$ cat config.mk
export PLATFORM = sky130hd
export DESIGN_NAME = ofifo_ctrl
export DESIGN_NICKNAME = d
export VERILOG_FILES = /design/src/rtl/ofifo_pkg.sv /design/src/rtl/ofifo_ptr.sv /design/src/rtl/ofifo_store.sv /design/src/rtl/ofifo_flags.sv /design/src/rtl/ofifo_ctrl.sv
export SDC_FILE = /design/constraint.sdc
export NUM_CORES = 1
export LEC_CHECK = 0
export BUFFER_PORTS_ARGS = -buffer_cell sky130_fd_sc_hd__buf_4
export CAP_MARGIN = 20
export CORE_ASPECT_RATIO = 0.75
export CORE_MARGIN = 3
export CORE_UTILIZATION = 33
export DETAILED_ROUTE_END_ITERATION = 7
export HOLD_SLACK_MARGIN = 0.06
export PLACE_DENSITY = 0.56
export SLEW_MARGIN = 10
export SYNTH_ARGS = -nofsm -noshare
export SYNTH_HDL_FRONTEND = slang
export SYNTH_HIERARCHICAL = 1
export SYNTH_SLANG_ARGS = --single-unit
$ cat constraint.sdc
create_clock -name clk -period 4.2 [get_ports clk]
set_input_delay 0.84 -clock clk [delete_from_list [all_inputs] [get_ports clk]]
set_output_delay 0.84 -clock clk [all_outputs]
set_load 0.005 [all_outputs]
$ cat src/rtl/ofifo_pkg.sv
package ofifo_pkg;

    localparam int unsigned DATA_W     = 16;
    localparam int unsigned DEPTH      = 8;
    localparam int unsigned PTR_W      = $clog2(DEPTH);
    localparam int unsigned CNT_W      = PTR_W + 1;
    localparam int unsigned WR_PRELOAD = 0;
    localparam int unsigned RD_PRELOAD = DEPTH - 1;

    typedef logic [DATA_W-1:0] word_t;
    typedef logic [PTR_W-1:0]  ptr_t;
    typedef logic [CNT_W-1:0]  cnt_t;

    // Accepted transfers in the current cycle
    typedef struct packed {
        logic wr_ok;
        logic rd_ok;
    } xfer_t;

    // DEPTH is a power of two, so plain increment wraps modulo DEPTH
    function automatic ptr_t ptr_inc(input ptr_t p);
        return p + 1'b1;
    endfunction

endpackage

$ cat src/rtl/ofifo_ptr.sv
module ofifo_ptr
    import ofifo_pkg::*;
#(
    parameter ptr_t PRELOAD = '0
) (
    input  logic clk,
    input  logic rst,
    input  logic clr,
    input  logic adv,
    output ptr_t ptr,
    output ptr_t ptr_nxt
);

    ptr_t ptr_q;

    assign ptr_nxt = ptr_inc(ptr_q);
    assign ptr     = ptr_q;

    always_ff @(posedge clk) begin
        if (rst || clr) begin
            ptr_q <= PRELOAD;
        end else if (adv) begin
            ptr_q <= ptr_nxt;
        end
    end

endmodule

$ cat src/rtl/ofifo_store.sv
module ofifo_store
    import ofifo_pkg::*;
(
    input  logic  clk,
    input  logic  we,
    input  ptr_t  waddr,
    input  word_t wdata,
    input  ptr_t  raddr,
    output word_t rdata
);

    logic [DEPTH-1:0] wsel;
    word_t            mem [DEPTH];

    // One-hot slot decoder
    for (genvar i = 0; i < DEPTH; i++) begin : g_dec
        assign wsel[i] = we && (waddr == ptr_t'(i));
    end

    always_ff @(posedge clk) begin
        for (int i = 0; i < DEPTH; i++) begin
            if (wsel[i]) begin
                mem[i] <= wdata;
            end
        end
    end

    assign rdata = mem[raddr];

endmodule

$ cat src/rtl/ofifo_flags.sv
module ofifo_flags
    import ofifo_pkg::*;
(
    input  logic  clk,
    input  logic  rst,
    input  logic  clr,
    input  xfer_t xfer,
    output cnt_t  depth,
    output logic  empty,
    output logic  full,
    output logic  irq
);

    cnt_t depth_q, depth_nxt;
    logic empty_q, full_q, irq_q;

    always_comb begin
        unique case ({xfer.wr_ok, xfer.rd_ok})
            2'b10:   depth_nxt = depth_q + 1'b1;
            2'b01:   depth_nxt = depth_q - 1'b1;
            default: depth_nxt = depth_q;
        endcase
    end

    always_ff @(posedge clk) begin
        if (rst || clr) begin
            depth_q <= '0;
            empty_q <= 1'b1;
            full_q  <= 1'b0;
            irq_q   <= 1'b0;
        end else begin
            depth_q <= depth_nxt;
            empty_q <= (depth_nxt == '0);
            full_q  <= (depth_nxt == CNT_W'(DEPTH));
            if (xfer.wr_ok && empty_q) begin
                irq_q <= 1'b1;
            end else if (depth_nxt == '0) begin
                irq_q <= 1'b0;
            end
        end
    end

    assign depth = depth_q;
    assign empty = empty_q;
    assign full  = full_q;
    assign irq   = irq_q;

endmodule

$ cat src/rtl/ofifo_ctrl.sv
module ofifo_ctrl
    import ofifo_pkg::*;
(
    input  logic              clk,
    input  logic              rst,
    input  logic              soft_clr,
    input  logic              wr_stb,
    input  logic [DATA_W-1:0] wr_data,
    input  logic              rd_stb,
    output logic [DATA_W-1:0] rd_data,
    output logic              rd_valid,
    output logic [CNT_W-1:0]  depth,
    output logic              empty,
    output logic              full,
    output logic              irq
);

    xfer_t xfer;
    ptr_t  wr_ptr, wr_ptr_nxt;
    ptr_t  rd_ptr, rd_ptr_nxt;
    word_t slot_word;
    word_t rd_data_q;
    logic  rd_valid_q;

    // Flags are registered, so acceptance depends only on current state
    assign xfer.wr_ok = wr_stb && !full  && !soft_clr;
    assign xfer.rd_ok = rd_stb && !empty && !soft_clr;

    ofifo_ptr #(.PRELOAD(ptr_t'(WR_PRELOAD))) u_wr_ptr (
        .clk     (clk),
        .rst     (rst),
        .clr     (soft_clr),
        .adv     (xfer.wr_ok),
        .ptr     (wr_ptr),
        .ptr_nxt (wr_ptr_nxt)
    );

    ofifo_ptr #(.PRELOAD(ptr_t'(RD_PRELOAD))) u_rd_ptr (
        .clk     (clk),
        .rst     (rst),
        .clr     (soft_clr),
        .adv     (xfer.rd_ok),
        .ptr     (rd_ptr),
        .ptr_nxt (rd_ptr_nxt)
    );

    // Read address is the advanced pointer: advance, then read
    ofifo_store u_store (
        .clk   (clk),
        .we    (xfer.wr_ok),
        .waddr (wr_ptr),
        .wdata (wr_data),
        .raddr (rd_ptr_nxt),
        .rdata (slot_word)
    );

    ofifo_flags u_flags (
        .clk   (clk),
        .rst   (rst),
        .clr   (soft_clr),
        .xfer  (xfer),
        .depth (depth),
        .empty (empty),
        .full  (full),
        .irq   (irq)
    );

    always_ff @(posedge clk) begin
        if (rst || soft_clr) begin
            rd_data_q  <= '0;
            rd_valid_q <= 1'b0;
        end else begin
            rd_valid_q <= xfer.rd_ok;
            if (xfer.rd_ok) begin
                rd_data_q <= slot_word;
            end
        end
    end

    assign rd_data  = rd_data_q;
    assign rd_valid = rd_valid_q;

endmodule

Word-level counts from Yosys, hierarchy flattened
Memories as Yosys holds them, arrays and structs flattened. A register that Yosys moved wholly into a read port is not among the register bits.
Index checks and enable logic that the tools add are counted.
{ "totals": {"ff_bits": 14, "latch_bits": 0, "mem_bits_rw": 128, "romBits": 0, "in_bits": 21, "output_inout_bits": 24, "elab_cells": 89, "n_memories": 1} }
{ "op_classes": {"addsub": 4, "n_mul": 0, "div": 0, "order_cmp": 0, "n_eq_ne": 10, "shift": 0, "mux": 40, "bitwise_logic": 0, "reduce_logical": 27} }
{ "mem_list": {"columns": ["name", "depth", "word_bits", "rd", "rd_ports_with_merged_regs", "write_ports", "line", "source"], "rows": [
  ["u_store.mem", 8, 16, 1, 1, 1, "ofifo_store.sv:13", "word_t mem [DEPTH];"]
]} }
{ "ops": {"columns": ["cell", "count"], "rows": [
  ["16-bit two-way mux", 7],
  ["16-bit OR reduction", 7],
  ["1-bit two-way mux", 25],
  ["3-bit two-way mux", 7],
  ["1-bit logical AND", 13],
  ["3-bit == test (second input constant)", 4],
  ["4-bit one-hot mux with 2 select lines", 1],
  ["3-bit by 1-bit adder with 3-bit output (second input constant)", 2],
  ["3-bit by 2-bit == test with 1-bit output (second input constant)", 2],
  ["4-bit by 1-bit adder with 4-bit output (second input constant)", 1],
  ["4-bit == test (second input constant)", 1],
  ["4-bit logical NOT", 1],
  ["4-bit by 1-bit subtractor with 4-bit output (second input constant)", 1],
  ["3-bit by 1-bit == test with 1-bit output (second input constant)", 1],
  ["1-bit logical NOT", 3],
  ["3-bit logical NOT", 1],
  ["2-bit by 1-bit == test with 1-bit output (second input constant)", 1],
  ["2-bit == test (second input constant)", 1],
  ["2-bit nonzero test", 1],
  ["1-bit logical OR", 1]
]} }

Logic depth before layout (Yosys ltp)
{ "logic_depth": {"word_depth": 14, "ltp_mapped": 12, "mapped_depth_nobuf": 10} }

Modules after synthesis
The synthesis kept the hierarchy.
{ "by_module_without_submodules": {"columns": ["module", "n_inst", "cells_each", "area_per_inst_um2", "seq_area_each_um2"], "rows": [
  ["ofifo_store", 1, 198, 4973.5, 3843.7],
  ["ofifo_ctrl", 1, 77, 668.1, 340.3],
  ["ofifo_flags", 1, 42, 384.1, 140.1],
  ["ofifo_ptr (u_wr_ptr)", 1, 13, 143.9, 60.1],
  ["ofifo_ptr (u_rd_ptr)", 1, 14, 135.1, 60.1]
]} }

Worst setup path before layout
No wires, ideal clock.
{ "synth_path": {"path_type": "input -> register", "from": "input soft_clr", "to": "memory u_store/mem[4][0] (netlist bit) (enable)", "setup_time_ps": 409, "t_arrival_ps": 2823, "required_ps": 3791, "path_slack_ps": 968, "stages": 3, "n_path_buf": 0, "cell_sequence": "nor3b_1 nand2_1 nor3_1"} }
{ "synth_between": {"word_cells_on_any_way": 47, "classes_between": "mux (30); reduce/logical (17)"} }
{ "synth_rtl": {"columns": ["item", "line", "source"], "rows": [
  ["from (decl)", "ofifo_ctrl.sv:6", "input logic soft_clr,"],
  ["1-bit logical NOT (*)", "ofifo_ctrl.sv:26", "assign xfer.wr_ok = wr_stb && !full && !soft_clr;"],
  ["1-bit logical AND (*)", "ofifo_ctrl.sv:26", null],
  ["1-bit logical AND (*)", "ofifo_store.sv:17", "assign wsel[i] = we && (waddr == ptr_t'(i));"],
  ["named net u_store.wsel[4]", "ofifo_store.sv:12", "logic [DEPTH-1:0] wsel;"],
  ["1-bit two-way mux (*)", "ofifo_store.sv:22", "if (wsel[i]) begin"],
  ["1-bit two-way mux (not written as such) (*)", "ofifo_store.sv:23", "mem[i] <= wdata;"],
  ["16-bit OR reduction (no source line)", null, null],
  ["3-bit two-way mux (no source line) / 1-bit two-way mux (equally long branches) (4 in series)", null, null],
  ["to (decl)", "ofifo_store.sv:13", null]
]} }
The timed path passes the listed nets; every way through them passes the cells marked *.

==> results_dict.tcl <==
set metrics [dict create \
    holdWs_ps 454.7 \
    pwr-share-clk_pct 46.7 \
    rsz0062_at_grt "no" \
    worstHoldEndpoint "rd_data[11]" \
    place_hpwl_microns 7489 \
    ir_drop_uv 328.7 \
    h-tree-depth 4 \
    worstPathCellList "buf_4, nand2b_1, buf_4, nor2_1, ha_1, xor2_1, ha_1, a21oi_2, mux2i_1, xor2_1, a21oi_1, a211o_1" \
    grt_pass1_vias 3148 \
    dieArea_sq_mm 0.02078 \
    share_comb_of_total_power_pct 3.0 \
    worst_setup_path_end_kind "register" \
    avgSynthCellArea_sq_um 18.40 \
    rr_worst_depth 11 \
    clock_latency_ps 400 \
    via_per_inst 4.721 \
    fmax_mhz 352.1 \
    wl_met2_microns 5743 \
    finish.utilization_pct 40.52 \
    max-cap-violations 0 \
    syn_inst 342 \
    pwr-share-seq_pct 50.3 \
    grt_overflow 0 \
    outcome "finished, final reports clean" \
    synth_warnings 6 \
    syn2layout_area_growth_pct 19.86 \
    antenna_found_initial 0 \
    first_pass_iters 4 \
    cts_resized 0 \
    core-area_sq_mm 0.01862 \
    ioPinCount 45 \
    die_height_microns 125.6 \
    crit_buf_inv 2 \
    skew_ps 8.121 \
    holdPathStages 2 \
    crit_slowest_cell "nor2_1" \
    tritoncts "built" \
    clock-sinks 158 \
    vias 3125 \
    clk_pin_slew_ps 60 \
    drcViolationCount 0 \
    final_common_cell "edfxtp_1" \
    critPathArrivalTime_ps 3140 \
    tightest_slew_ps 907.8 \
    post_cts_buffers 0 \
    setup-violations-final 0 \
    row_count 43 \
    cp-start-kind "input pin" \
    hold_start "rd_data[11]" \
    drive_above_1_share_pct 30.12 \
    clock-root-buffer "clkbuf_16" \
    p_per_area_mw_per_mm2 450.4 \
    routabilityCongestion 0.7166 \
    layout_common_cells "edfxtp_1 (128), buf_4 (57), nand2_1 (39), dfxtp_1 (30), mux4_1 (28)" \
    regToRegSetupSlack_ps 1440 \
    syn_nets 368 \
    slew_violations 0 \
    routedWlPerCell_microns 18.69 \
    cts-buffers-inserted 17 \
    crit_family "adder cells" \
    r2r-start "u_flags/empty" \
    first_iter_violations 283 \
    period_share_pct 67.61 \
    internal_power_mw 2.745 \
    final.setup.tns_ps 0 \
    start_util_pct 33.80 \
    maxUsedRoutingLayer "met4" \
    io_buffers 44 \
    leakage_nw 2.544 \
    slew_headroom_pct 39.48 \
    power.switching_mw 0.6521 \
    grt_max_degree 33 \
    hold_viol_final 0 \
    cp_max_fo 18 \
    antennaDiodeCount 0 \
    r2r-end "u_flags/irq" \
    cts_hold_buf 0 \
    clock_path_buffers 2 \
    worstSetupPathType "in2reg" \
    switching_share_pct 19.19 \
    worstHoldPathType "reg2reg" \
    ant_nets 0 \
    synth_area_sq_mm 0.006292 \
    grt_first_pass_wirelength_microns 18850 \
    grt_usage_pct 12.51 \
    cp.required_ps 4500 \
    fin_crit_ps 2840 \
    die_w_microns 165.4 \
    critPathMaxStageDelay_ps 380 \
    drt_wl_total_microns 12380 \
    wl_met1_microns 5975 \
    nNetsFinal 429 \
    met3_length_microns 595 \
]
-- layout make-up --
| cell class | instances | area (sq um) |
|---|---|---|
| flip-flops and latches | 158 | 4444 |
| inverters | 3 | 11.26 |
| clock inverters | 13 | 188.9 |
| fillers | 1709 | 11070 |
| repair buffers | 57 | 427.9 |
| well taps | 247 | 309.0 |
| clock buffers | 18 | 429.2 |
| multi-input cells | 166 | 1732 |
-- registers in the layout (all words and copies together), names as in the netlist --
name and count:
rd_data 16, u_flags/irq 1, rd_valid 1, u_flags/full 1, u_rd_ptr/ptr 3, u_wr_ptr/ptr 3
u_store/mem 128, u_flags/empty 1, u_flags/depth 4
-- how the worst max path moves through the flow --
stage	from	to	slack (ps)	cells past startpoint
after floorplan	soft_clr	u_store/mem[4][0]	970	3
final	rd_stb	u_flags/irq	1360	12
after global placement	rd_stb	u_flags/irq	1030	12
after global routing	rd_stb	u_flags/irq	1150	12
after CTS	rd_stb	u_flags/irq	1370	12
after detailed placement	rd_stb	u_flags/irq	950	12
-- per-layer routing --
| layer | track usage, % | up-vias |
|---|---|---|
| met5 | 0 | - |
| met4 | 3.521 | 0 |
| met3 | 3.345 | 4 |
| met2 | 18.79 | 56 |
| met1 | 17.98 | 1588 |
| li1 | - | 1477 |
-- power by group through the flow --
stage               sequential, mW  clock [mW]  combinational (mW)
floorplan                     1.74           0              0.0539
global placement              1.74           0               0.101
detailed placement            1.74           0               0.104
CTS                           1.71        1.63               0.105
global route                  1.71        1.69               0.114
finish                        1.71        1.59               0.103
-- stage by stage --
stage                     std cells  power, mW  cell area [sq um]  setup WS [ps]
after floorplan                 342      1.795               6292          967.5
after global placement          631      1.842               6924           1032
after detailed placement        631      1.846               6924          948.1
after CTS                       662      3.439               7542           1373
after global routing            662      3.516               7542           1149
final                           662      3.397               7542           1360
-- worst min-delay path: stages (launching register included) --
cell and delay (ps):
dfxtp_1 310, nand2_1 50, a21oi_1 50
No activity file was read; power rests on OpenSTA's default activity.
